===== config.mk =====
export PLATFORM = sky130hd
export DESIGN_NAME = i2cw_engine
export DESIGN_NICKNAME = d
export VERILOG_FILES = /design/src/rtl/i2cw_pkg.sv /design/src/rtl/i2cw_quarter_timer.sv /design/src/rtl/i2cw_regs.sv /design/src/rtl/i2cw_seq.sv /design/src/rtl/i2cw_engine.sv
export SDC_FILE = /design/constraint.sdc
export NUM_CORES = 1
export LEC_CHECK = 0
export BUFFER_PORTS_ARGS = -buffer_cell sky130_fd_sc_hd__buf_2
export CORE_ASPECT_RATIO = 1.5
export CORE_MARGIN = 2
export CORE_UTILIZATION = 40
export CTS_CLUSTER_DIAMETER = 80
export DETAILED_ROUTE_END_ITERATION = 6
export HOLD_SLACK_MARGIN = 0.08
export PLACE_DENSITY = 0.66
export SYNTH_ARGS = -nofsm -noshare
export SYNTH_HDL_FRONTEND = slang
export SYNTH_SLANG_ARGS = --single-unit

===== constraint.sdc =====
create_clock -name clk -period 2.3 [get_ports clk]
set_clock_uncertainty 0.05 [all_clocks]
set_input_delay 0.23 -clock clk [delete_from_list [all_inputs] [get_ports clk]]
set_output_delay 0.23 -clock clk [all_outputs]
set_load 0.03 [all_outputs]

===== src/rtl/i2cw_pkg.sv =====
package i2cw_pkg;

  typedef enum logic [2:0] {
    S_IDLE,
    S_START,
    S_ADDR,
    S_AACK,
    S_DATA,
    S_DACK,
    S_WAIT,
    S_STOP
  } seq_state_t;

  localparam logic [1:0] REG_CTRL   = 2'd0;
  localparam logic [1:0] REG_TARGET = 2'd1;
  localparam logic [1:0] REG_DATA   = 2'd2;
  localparam logic [1:0] REG_STAT   = 2'd3;

  localparam int STAT_ACTIVE = 0;
  localparam int STAT_TXN    = 1;
  localparam int STAT_NAK    = 2;

endpackage


===== src/rtl/i2cw_quarter_timer.sv =====
module i2cw_quarter_timer #(
  parameter int QLEN = 125
) (
  input  logic clk,
  input  logic rst,
  input  logic run,
  input  logic hold,
  output logic tick
);

  localparam int CW = (QLEN > 1) ? $clog2(QLEN) : 1;
  localparam logic [CW-1:0] LAST = CW'(QLEN - 1);

  logic [CW-1:0] cnt;

  always_ff @(posedge clk) begin
    if (rst || !run) begin
      cnt <= '0;
    end else if (!hold) begin
      if (cnt == LAST) cnt <= '0;
      else             cnt <= cnt + CW'(1);
    end
  end

  assign tick = run && !hold && (cnt == LAST);

  // a stretched line freezes the quarter count
  a_r10_count_frozen: assert property (@(posedge clk) disable iff (rst)
    (run && hold) |=> (cnt == $past(cnt)));

endmodule


===== src/rtl/i2cw_regs.sv =====
module i2cw_regs
  import i2cw_pkg::*;
#(
  parameter int LEN_W = 4
) (
  input  logic             clk,
  input  logic             rst,
  input  logic [1:0]       bus_addr,
  input  logic             bus_we,
  input  logic [7:0]       bus_wdata,
  output logic [7:0]       bus_rdata,
  input  logic             lock,
  input  logic             st_active,
  input  logic             st_nak,
  input  logic [7:0]       tx_byte,
  output logic [LEN_W-1:0] len_m1,
  output logic [7:0]       target_byte,
  output logic             data_wr
);

  logic [7:0] stat_word;

  always_comb begin
    stat_word = '0;
    stat_word[STAT_ACTIVE] = st_active;
    stat_word[STAT_TXN]    = lock;
    stat_word[STAT_NAK]    = st_nak;
  end

  assign data_wr = bus_we && (bus_addr == REG_DATA);

  always_ff @(posedge clk) begin
    if (rst) begin
      len_m1      <= '0;
      target_byte <= '0;
      bus_rdata   <= '0;
    end else begin
      if (bus_we && !lock) begin
        if (bus_addr == REG_CTRL)   len_m1      <= bus_wdata[LEN_W-1:0];
        if (bus_addr == REG_TARGET) target_byte <= bus_wdata;
      end
      case (bus_addr)
        REG_CTRL:   bus_rdata <= 8'(len_m1);
        REG_TARGET: bus_rdata <= target_byte;
        REG_DATA:   bus_rdata <= tx_byte;
        default:    bus_rdata <= stat_word;
      endcase
    end
  end

  // configuration is frozen during a transaction
  a_r2_target_locked: assert property (@(posedge clk) disable iff (rst)
    (lock && bus_we && bus_addr == REG_TARGET) |=> $stable(target_byte));
  a_r2_ctrl_locked: assert property (@(posedge clk) disable iff (rst)
    (lock && bus_we && bus_addr == REG_CTRL) |=> $stable(len_m1));

endmodule


===== src/rtl/i2cw_seq.sv =====
module i2cw_seq
  import i2cw_pkg::*;
#(
  parameter int LEN_W = 4
) (
  input  logic             clk,
  input  logic             rst,
  input  logic             tick,
  input  logic             data_wr,
  input  logic [7:0]       data_in,
  input  logic [7:0]       target_byte,
  input  logic [LEN_W-1:0] len_m1,
  input  logic             sda_in,
  output logic             run,
  output logic             scl_low,
  output logic             sda_low,
  output logic             byte_act,
  output logic             in_txn,
  output logic             nak,
  output logic [7:0]       tx_byte
);

  seq_state_t       st;
  logic [1:0]       q;
  logic [2:0]       bitc;
  logic [7:0]       sh;
  logic [LEN_W-1:0] remain;
  logic             ack_bad;
  logic             accept;
  logic             is_ack;
  logic             is_bit;

  assign accept = data_wr && (st == S_IDLE || st == S_WAIT);
  assign run    = !(st == S_IDLE || st == S_WAIT);
  assign in_txn = (st != S_IDLE);
  assign is_ack = (st == S_AACK) || (st == S_DACK);
  assign is_bit = (st == S_ADDR) || (st == S_DATA);

  always_ff @(posedge clk) begin
    if (rst) begin
      st       <= S_IDLE;
      q        <= '0;
      bitc     <= '0;
      sh       <= '0;
      remain   <= '0;
      ack_bad  <= 1'b0;
      scl_low  <= 1'b0;
      sda_low  <= 1'b0;
      byte_act <= 1'b0;
      nak      <= 1'b0;
      tx_byte  <= '0;
    end else if (accept) begin
      tx_byte  <= data_in;
      byte_act <= 1'b1;
      q        <= '0;
      bitc     <= '0;
      if (st == S_IDLE) begin
        st     <= S_START;
        nak    <= 1'b0;
        remain <= len_m1;
        sh     <= target_byte;
      end else begin
        st      <= S_DATA;
        sh      <= data_in;
        scl_low <= 1'b1;
      end
    end else if (tick) begin
      if (q == 2'd3) begin
        // slot boundary: pick the next slot and enter its first quarter
        q <= '0;
        case (st)
          S_START: begin
            st      <= S_ADDR;
            bitc    <= '0;
            scl_low <= 1'b1;
          end
          S_ADDR, S_DATA: begin
            scl_low <= 1'b1;
            sh      <= {sh[6:0], 1'b0};
            if (bitc == 3'd7) st <= (st == S_ADDR) ? S_AACK : S_DACK;
            else              bitc <= bitc + 3'd1;
          end
          S_AACK: begin
            scl_low <= 1'b1;
            if (ack_bad) begin
              st       <= S_STOP;
              byte_act <= 1'b0;
            end else begin
              st   <= S_DATA;
              sh   <= tx_byte;
              bitc <= '0;
            end
          end
          S_DACK: begin
            byte_act <= 1'b0;
            if (ack_bad || remain == '0) begin
              st      <= S_STOP;
              scl_low <= 1'b1;
            end else begin
              st     <= S_WAIT;
              remain <= remain - LEN_W'(1);
            end
          end
          default: st <= S_IDLE;
        endcase
      end else begin
        q <= q + 2'd1;
        case (q)
          2'd0: begin
            // second quarter: SCL is low, SDA may move
            if (is_bit)            sda_low <= ~sh[7];
            else if (is_ack)       sda_low <= 1'b0;
            else if (st == S_STOP) sda_low <= 1'b1;
          end
          2'd1: begin
            scl_low <= 1'b0;
            if (st == S_START) sda_low <= 1'b1;
          end
          2'd2: begin
            if (is_ack) begin
              ack_bad <= sda_in;
              if (sda_in) nak <= 1'b1;
            end
            if (st == S_STOP) sda_low <= 1'b0;
          end
          default: ;
        endcase
      end
    end
  end

  // SDA stays put while SCL is released, outside START/STOP slots
  a_r9_sda_quiet_high: assert property (@(posedge clk) disable iff (rst)
    (!scl_low && !$past(scl_low)
     && !(st inside {S_START, S_STOP}) && !($past(st) inside {S_START, S_STOP}))
    |-> (sda_low == $past(sda_low)));

  // a refused byte goes straight to the STOP slot
  a_r7_nak_to_stop: assert property (@(posedge clk) disable iff (rst)
    (tick && q == 2'd3 && is_ack && ack_bad) |=> (st == S_STOP));

  // every transaction ends through the STOP slot
  a_r6_end_via_stop: assert property (@(posedge clk) disable iff (rst)
    (st == S_IDLE && $past(st) != S_IDLE) |-> ($past(st) == S_STOP));

  // a byte in flight implies an open transaction
  a_r5_active_in_txn: assert property (@(posedge clk) disable iff (rst)
    byte_act |-> in_txn);

endmodule


===== src/rtl/i2cw_engine.sv =====
module i2cw_engine
  import i2cw_pkg::*;
#(
  parameter int CLK_HZ = 200_000_000,
  parameter int BUS_HZ = 400_000,
  parameter int LEN_W  = 4
) (
  input  logic       clk,
  input  logic       rst,
  input  logic [1:0] bus_addr,
  input  logic       bus_we,
  input  logic [7:0] bus_wdata,
  output logic [7:0] bus_rdata,
  input  logic       scl_in,
  output logic       scl_oe,
  input  logic       sda_in,
  output logic       sda_oe
);

  localparam int QLEN = CLK_HZ / BUS_HZ / 4;

  logic             run;
  logic             tick;
  logic             hold;
  logic             scl_low;
  logic             sda_low;
  logic             byte_act;
  logic             in_txn;
  logic             nak;
  logic [7:0]       tx_byte;
  logic [7:0]       target_byte;
  logic [LEN_W-1:0] len_m1;
  logic             data_wr;

  // line read low although the engine has let it go: a target is stretching
  assign hold = !scl_low && !scl_in;

  i2cw_quarter_timer #(.QLEN(QLEN)) u_timer (
    .clk  (clk),
    .rst  (rst),
    .run  (run),
    .hold (hold),
    .tick (tick)
  );

  i2cw_regs #(.LEN_W(LEN_W)) u_regs (
    .clk         (clk),
    .rst         (rst),
    .bus_addr    (bus_addr),
    .bus_we      (bus_we),
    .bus_wdata   (bus_wdata),
    .bus_rdata   (bus_rdata),
    .lock        (in_txn),
    .st_active   (byte_act),
    .st_nak      (nak),
    .tx_byte     (tx_byte),
    .len_m1      (len_m1),
    .target_byte (target_byte),
    .data_wr     (data_wr)
  );

  i2cw_seq #(.LEN_W(LEN_W)) u_seq (
    .clk         (clk),
    .rst         (rst),
    .tick        (tick),
    .data_wr     (data_wr),
    .data_in     (bus_wdata),
    .target_byte (target_byte),
    .len_m1      (len_m1),
    .sda_in      (sda_in),
    .run         (run),
    .scl_low     (scl_low),
    .sda_low     (sda_low),
    .byte_act    (byte_act),
    .in_txn      (in_txn),
    .nak         (nak),
    .tx_byte     (tx_byte)
  );

  assign scl_oe = scl_low;
  assign sda_oe = sda_low;

  // with no transaction open, both lines are left to the pull-ups
  a_r1_idle_released: assert property (@(posedge clk) disable iff (rst)
    !in_txn |-> (!scl_oe && !sda_oe));

endmodule


Word-level counts from Yosys, hierarchy flattened

Cells that the tools add are included.

Flip-flop bits (word level): 60
Bits of input ports: 15
Output and inout port bits: 10
Word-level logic and storage cells: 148

Add/subtract/negate cells: 4
Equality and inequality tests: 28
Muxes and demuxes: 52
Bitwise gates (word level): 3
Reduce and logical (&&, ||, !) cells: 46

Operator list:

| kind                | number |
|---|---|
| $mux 8              | 5 |
| $mux 3              | 8 |
| $mux 4              | 6 |
| $pmux 8 s3          | 1 |
| $mux 1              | 23 |
| $reduce_and 5->1    | 4 |
| $reduce_bool 3->1   | 6 |
| $pmux 8 s2          | 1 |
| $eq 3x3->1 const B  | 5 |
| $pmux 3 s4          | 1 |
| $reduce_bool 2->1   | 6 |
| $pmux 3 s3          | 1 |
| $ne 2x1->1 const B  | 4 |
| $ne 2x2->1 const B  | 4 |
| $reduce_and 4->1    | 2 |
| $add 7x1->7 const B | 1 |
| $eq 7x7->1 const B  | 1 |
| $mux 7              | 1 |
| $reduce_and 7->1    | 1 |
| $eq 2x2->1 const B  | 3 |
| $eq 3x2->1 const B  | 2 |
| $logic_and 1x1->1   | 6 |
| $ne 3x1->1 const B  | 2 |
| $reduce_and 6->1    | 1 |
| other kinds (22)    | 38 |

Depth between registers and ports, before layout

Gate-level depths: netlist of run 1.

Depth in word-level cells: 7
Depth in mapped cells: 9
Depth with buffers taken out: 6

By module

Synthesis of run 1 repeated with hierarchy kept, for this count alone.

Cells, all modules: 377
Area, all modules: 3402.0 um^2

By module, submodules not included:

| module             | instances | cells an instance | area each (um^2) | seq. area each (um^2) |
|---|---|---|---|---|
| i2cw_seq           | 1         | 251               | 2113.3           | 660.6 |
| i2cw_regs          | 1         | 84                | 929.6            | 400.4 |
| i2cw_quarter_timer | 1         | 41                | 355.3            | 140.1 |
| i2cw_engine        | 1         | 1                 | 3.8              | 0.0 |

Worst setup path after synthesis of run 1

Ideal clock, no wire load.

Path kind: reg2reg
From: reg u_seq.scl_low
To: reg u_seq.remain[0]
Setup time: 0.117 ns
Arrival: 1.538 ns
Slack: 0.594 ns
Cell stages (with the launch flop): 5
Path buffers: 0
Cell sequence: dfxtp_1 -> o211a_1 -> o211ai_1 -> a22o_1 -> a32o_1

Longest elaborated chain between the ends: 7

Ends and longest elaborated chain:

| element                         | RTL line                 | text |
|---|---|---|
| start: declaration              | i2cw_seq.sv:15           | `output logic scl_low,` |
| start signal: assignment        | i2cw_seq.sv:47           | `scl_low <= 1'b0;` |
| start signal: assignment        | i2cw_seq.sv:65           | `scl_low <= 1'b1;` |
| start signal: assignment        | i2cw_seq.sv:75           | `scl_low <= 1'b1;` |
| $logic_not 1->1                 | i2cw_engine.sv:36        | `assign hold = !scl_low && !scl_in;` |
| $logic_and 1x1->1               | i2cw_engine.sv:36        |  |
| $logic_not 1->1                 | -                        |  |
| $logic_and 1x1->1 (2 in series) | i2cw_quarter_timer.sv:25 | `assign tick = run && !hold && (cnt == LAST);` |
| $reduce_bool 2->1 (no line)     | -                        |  |
| $reduce_and 5->1 (no line)      | -                        |  |
| end signal: assignment          | i2cw_seq.sv:60           | `remain <= len_m1;` |
| end signal: assignment          | i2cw_seq.sv:101          | `remain <= remain - LEN_W'(1);` |
| end: declaration                | i2cw_seq.sv:27           | `logic [LEN_W-1:0] remain;` |

No other way between the ends.
A chain may end at the register's enable or synchronous reset.

Worst setup path after layout of run 1

From: reg u_seq.st[1]
To: reg u_seq.sh[2]

Longest elaborated chain between the ends: 7

Ends and longest elaborated chain:

| element                                                            | RTL line       | text |
|---|---|---|
| start: declaration                                                 | i2cw_seq.sv:23 | `seq_state_t st;` |
| start signal: assignment                                           | i2cw_seq.sv:80 | `if (bitc == 3'd7) st <= (st == S_ADDR) ? S_AACK : S_DACK;` |
| parallel branches: the longest is 7 deep, another holds $pmux 8 s2 | -              |  |
| end signal: assignment                                             | i2cw_seq.sv:61 | `sh <= target_byte;` |
| end signal: assignment                                             | i2cw_seq.sv:64 | `sh <= data_in;` |
| end signal: assignment                                             | i2cw_seq.sv:79 | `sh <= {sh[6:0], 1'b0};` |
| end: declaration                                                   | i2cw_seq.sv:26 | `logic [7:0] sh;` |

Several ways; the timed one is not identified. The select of a mux whose other input is x is not followed.

==> results_dict.tcl, run 1 <==
set metrics [dict create \
    yosysMostFrequentCell "dfxtp_1" \
    grt_pass1_vias 2702 \
    worstPathMaxFanout 19 \
    rows 39 \
    seqCellArea_mm2 0.001201 \
    worst_ep_required_time_ps 2480 \
    firstDrtPassIters 5 \
    synthSimpleGateAreaFrac_pct 18.78 \
    route.detailed.drc 0 \
    synth_top_family_by_area "compound AO/OA/AOI/OAI gates" \
    layout.nets 398 \
    n_antenna_cell 0 \
    fin_crit_sh_pct 88.54 \
    synth_common_cells "dfxtp_1, nor2_1, nand2_1, mux2i_1, a21oi_1" \
    die_x_um 76.02 \
    synth_compound_area_share_pct 19.42 \
    status "finished clean" \
    ir_worst_vdd_mv 0.4010 \
    drt_iter0_drc 223 \
    synthesis.nets 367 \
    synth-async-reset-ratio_pct 0 \
    drive_gt1_share_pct 19.31 \
    ys_top_cells_by_area "dfxtp_1, mux2i_1, nor2_1, nand2_1, ha_1" \
    relSlewSlack_pct 50.00 \
    place.gp.congestion 0.9358 \
    p_total_w 0.002617 \
    overflow 0 \
    ys_warn_count 0 \
    io_pins 25 \
    timing.fmax_mhz 491.1 \
    drv_slew 0 \
    cts_max_level 3 \
    synthMuxAreaShare_pct 11.06 \
    setup_viol 0 \
    clockBufferDepth 2 \
    synth_largest_area_cell "dfxtp_1" \
    die_y_um 112.0 \
    grt_setup_unrepaired "false" \
    initial_utilization_pct 41.14 \
    area_growth_pct 17.45 \
    tns_ps 0 \
    r2r_setup_slack_ps 260 \
    cts_hold_buf 0 \
    end_kind "flop" \
    hold_viol_final 0 \
    grt_max_degree 47 \
    clock_latency_ps 330 \
    cts.sinks 60 \
    drt-total-wl_mm 7.845 \
    cts_setup_buffers 0 \
    cts_buffers 9 \
    vias 2720 \
    crit_slowest_cell "or2_1" \
    period_needed_ps 2036 \
    yosysSeqAreaShare_pct 38.60 \
    synth_fa_ha_area_share_pct 3.619 \
    path_cells "xor2_4 > or2_1 > a222oi_1 > a221oi_1" \
    synth_xor_area_share_pct 3.177 \
    clkTransAtPathRegs_ps 50 \
    cp-start-kind "flop" \
    viasPerCell 5.667 \
    wl_per_cell_um 16.34 \
    postRouteAntennaNets 0 \
    cts_root_buf "clkbuf_16" \
    cp_num_buf_inv 0 \
    synth_cells 343 \
    criticalPathCategory "flop to flop" \
    synth_edf_count 0 \
    grt_usage_pct 19.44 \
    hpwl_mm 5.523 \
    maxCapViolCount 0 \
    place_worst_setup_slack_ps 287.9 \
    antenna_found_initial 0 \
    ys_ff_latch 60 \
    multi_input_comb_area_mm2 0.001744 \
    worst_slack_ps 263.6 \
    hold_path_class "primary input to flop" \
    cts_resized 0 \
    netlist_area_mm2 0.003112 \
    power.leakage_nw 1.441 \
    worstPathArrival_ps 2220 \
    synth_area_per_cell_um2 9.072 \
    synth.top_cell.area_share_pct 38.60 \
    p_per_area_mw_per_mm2 716.2 \
    dieArea_mm2 0.008516 \
    grt_pass1_wl_mm 13.10 \
    cp_top_family "simple AND/OR/NAND/NOR gates" \
    cts_tree "built" \
    worst_slew_pin_slew_ps 749.9 \
    fillers 731 \
    io_buffers 24 \
    synth_ff_type "dfxtp_1" \
    core_area_mm2 0.007564 \
    synth_cell_types 65 \
    critical_path.max_stage_delay_ps 610 \
]
[cells in the final DEF (no fill, tap or decap), types with 2 or more instances in the layout]
| cell | synthesis | routed |
|---|---|---|
| a221oi_1 | 9 | 9 |
| nor2b_1 | 5 | 5 |
| o21ai_0 | 10 | 10 |
| clkbuf_16 | 0 | 9 |
| a21boi_0 | 2 | 2 |
| ha_1 | 9 | 9 |
| xor2_1 | 2 | 2 |
| nor3_1 | 8 | 8 |
| nor2_2 | 2 | 2 |
| nor4_1 | 3 | 3 |
| o2111ai_1 | 2 | 2 |
| nand2_1 | 31 | 31 |
| clkinvlp_4 | 0 | 2 |
| mux4_2 | 2 | 2 |
| a2111oi_0 | 2 | 2 |
| a21oi_1 | 20 | 20 |
| o221ai_1 | 2 | 2 |
| a211o_1 | 4 | 4 |
| xnor2_1 | 3 | 3 |
| a222oi_1 | 7 | 7 |
| and2_1 | 2 | 2 |
| mux2i_1 | 22 | 22 |
| nor2_1 | 38 | 38 |
| o211ai_1 | 3 | 3 |
| and3_1 | 2 | 2 |
| dfxtp_1 | 60 | 60 |
| buf_2 | 7 | 24 |
| a211oi_1 | 4 | 4 |
| nand4_1 | 4 | 4 |
| mux2_2 | 7 | 7 |
| or3_1 | 3 | 3 |
| inv_1 | 11 | 11 |
| buf_4 | 4 | 17 |
| a22oi_1 | 4 | 4 |
| nand3_1 | 9 | 9 |
| nand2b_1 | 2 | 2 |
[power by group]
part	internal, W	switching, W
registers	0.00107	0.0000212
clock network	0.000857	0.000446
logic	0.0000931	0.000129
[worst paths after layout]
check                              startpoint                    end  cells after the start
worst min register to register  u_seq.sda_low          u_seq.sda_low                      2
worst max-delay path              u_seq.st[1]            u_seq.sh[2]                      4
worst max register to register    u_seq.st[1]            u_seq.sh[2]                      4
worst min-delay path             bus_wdata[5]  u_regs.target_byte[5]                      3
[sequential cells by signal, summed over array words and instances (netlist names), 2 cells and up]
signal / cells
u_seq.sh: 8
u_regs.bus_rdata: 8
u_regs.len_m1: 4
u_regs.target_byte: 8
u_timer.cnt: 7
u_seq.q: 2
u_seq.remain: 4
u_seq.tx_byte: 8
u_seq.bitc: 3
u_seq.st: 3
[routing by layer]
layer	share of wire, %	track usage, %
met2	52	35.30
met5	0	0
met4	2.5	10.30
met3	5.6	4.421
met1	40	20.92
[final cells by class]
class / instances / share of cell area, %
multi-input combinational: 251 / 47.72
sequential: 60 / 32.87
inverter: 11 / 1.130
clock inverter: 4 / 1.369
clock buffer: 11 / 6.642
tap: 102 / 3.492
timing repair buffer: 41 / 6.779
[logic make-up (layout without fill, tap and decap cells)]
family / after synthesis / after routing
compound gates: 84 / 84
xor+xnor: 7 / 7
fa+ha+maj: 9 / 9
buf+inv: 32 / 67
flops: 60 / 60
mux: 31 / 31
simple gates: 120 / 120
[worst min-delay path, delay by kind of cell]
family        cells  cell delay (ps)
buf+inv           1              100
simple gates      1               70
mux               1               60
[stage by stage]
stage | cell area [um^2] | hold slack (ps) | util, % | cells
6_report | 3655 | 110.5 | 48.32 | 480
5_1_grt | 3655 | 130.1 | 48.32 | 480
4_1_cts | 3655 | 104.3 | 48.32 | 480
3_5_place_dp | 3362 | 405.3 | 44.45 | 465
3_3_place_gp | 3362 | 396.7 | 44.45 | 465
2_1_floorplan | 3112 | 316.0 | - | 343
No activity file was read; power rests on OpenSTA's default activity.
==> run 2: changes to the inputs <==
CELL_PAD_IN_SITES_DETAIL_PLACEMENT = 2   (was unset)
CELL_PAD_IN_SITES_GLOBAL_PLACEMENT = 2   (was unset)
CORE_UTILIZATION = 37   (was 40)
PLACE_DENSITY = 0.88   (was 0.66)
==> results_dict.tcl, run 2 (same netlist as run 1, synthesis figures left out) <==
set metrics [dict create \
    timing.fmax_mhz 449.7 \
    fin_util_pct 44.46 \
    hold_viol_final 0 \
    cts_root_buf "clkbuf_16" \
    status "finished clean" \
    path_cells "xor2_4 > buf_4 > o211ai_1 > buf_4 > a2111oi_1 > nor4_1" \
    hold_path_class "primary input to flop" \
    p_per_area_mw_per_mm2 740.2 \
    grt_max_degree 26 \
    n_antenna_cell 0 \
    io_buffers 24 \
    cts_hold_buf 0 \
    stdcell_area_mm2 0.003695 \
    die_x_um 78.88 \
    grt_setup_unrepaired "false" \
    pwr-share-comb_pct 8.7 \
    worst_slack_ps 76.38 \
    swShare_pct 22.94 \
    final_common_cell "dfxtp_1" \
    drt_iter0_drc 134 \
    vias 2827 \
    place.gp.congestion 0.8922 \
    cp-start-kind "flop" \
    critical_path.max_stage_delay_ps 610 \
    fillers 933 \
    layout.nets 400 \
    dieArea_mm2 0.009175 \
    tns_ps 0 \
    clockBufferDepth 2 \
    viasPerCell 5.817 \
    setup_viol 0 \
    postRouteAntennaNets 0 \
    criticalPathCategory "flop to flop" \
    wl_per_cell_um 21.59 \
    cts_resized 1 \
    cts.sinks 60 \
    area_growth_pct 18.74 \
    route.detailed.drc 0 \
    worstPathMaxFanout 6 \
    period_needed_ps 2224 \
    cts_tree "built" \
    end_kind "flop" \
    die_y_um 116.3 \
    worstPathArrival_ps 2360 \
    drive_gt1_share_pct 19.79 \
    cts_max_level 3 \
    crit_slowest_cell "a2111oi_1" \
    overflow 0 \
    grt_pass1_wl_mm 16.70 \
    relSlewSlack_pct 54.52 \
    io_pins 25 \
    cts_setup_buffers 0 \
    cts_buffers 9 \
    placed_area_mm2 0.003383 \
    drv_slew 0 \
    clock_latency_ps 340 \
    drt-total-wl_mm 10.49 \
    power_frac_clock_pct 51.2 \
    worst_slew_pin_slew_ps 680.5 \
    place_worst_setup_slack_ps 16.60 \
    p_int_w 0.002107 \
    power.leakage_nw 1.464 \
    maxCapViolCount 0 \
    cpMostUsedCell "buf_4" \
    final_cell_mix "dfxtp_1, nor2_1, nand2_1" \
    initial_utilization_pct 37.44 \
    hpwl_mm 7.212 \
    switchingPower_w 0.0006274 \
    clkTransAtPathRegs_ps 50 \
    grt_usage_pct 24.15 \
    rows 41 \
    worst_ep_required_time_ps 2430 \
    firstDrtPassIters 5 \
    fin_crit_sh_pct 96.68 \
    p_seq_share_pct 40.1 \
    p_total_w 0.002735 \
    ir_worst_vdd_mv 0.4476 \
    grt_pass1_vias 3070 \
    core_area_mm2 0.008310 \
    antenna_found_initial 0 \
]
-- run 2: changes by cell type in the layout (fill, tap and decap cells not counted) --
cell,before,now
clkinvlp_4,2,0
clkinv_2,1,0
a2111oi_0,2,1
clkbuf_1,1,0
buf_4,17,19
a2111oi_1,0,1
clkbuf_8,1,4
-- run 2: worst max-delay path, delay by kind of cell (launching register included) --
family                    cells  cell delay (ps)
xor gates and xnor gates      1              270
and+or+nand+nor               1              120
buffers and inverters         2              370
DFF                           1              540
AOI/OAI and AO/OA             2              710
-- run 2: path summary, 6_finish.rpt --
| kind | startpoint | endpoint | slack, ps | depth (start not counted) |
|---|---|---|---|---|
| setup / recovery | u_seq.st[1] | u_seq.scl_low | 80 | 6 |
| hold / removal | bus_wdata[5] | u_seq.tx_byte[5] | 110 | 3 |
| setup reg to reg | u_seq.st[1] | u_seq.scl_low | 80 | 6 |
| hold reg to reg | u_seq.sda_low | u_seq.sda_low | 410 | 2 |
-- run 2: layout make-up --
cell class	instances	area [um^2]	area share [%]
clock buffers	13	280.3	7.586
clock inverters	1	30.03	0.8127
inverters	11	41.29	1.118
multi-input cells	251	1745	47.24
flip-flops and latches	60	1201	32.51
well taps	107	133.9	3.623
repair buffers	43	262.8	7.111
-- run 2: power by group through the flow --
stage / clock network [W] / registers, W / logic (W)
detailed placement: 0 / 0.00112 / 0.000232
CTS: 0.00142 / 0.00110 / 0.000237
finish: 0.00140 / 0.00110 / 0.000237
floorplan: 0 / 0.00111 / 0.000152
global placement: 0 / 0.00111 / 0.000221
global route: 0.00147 / 0.00110 / 0.000259
-- run 2: routing by layer --
metal | GRT usage, % | part of all wire, %
met5 | 0 | 0
met4 | 13.56 | 4.2
met3 | 4.250 | 2.5
met2 | 42.91 | 53
met1 | 27.22 | 41
-- run 2: through the flow --
step | hold WS [ps] | instances
after global placement | 395.5 | 472
after floorplan | 316.0 | 343
after global routing | 137.4 | 486
after CTS | 105.5 | 486
final | 110.1 | 486
after detailed placement | 410.8 | 472
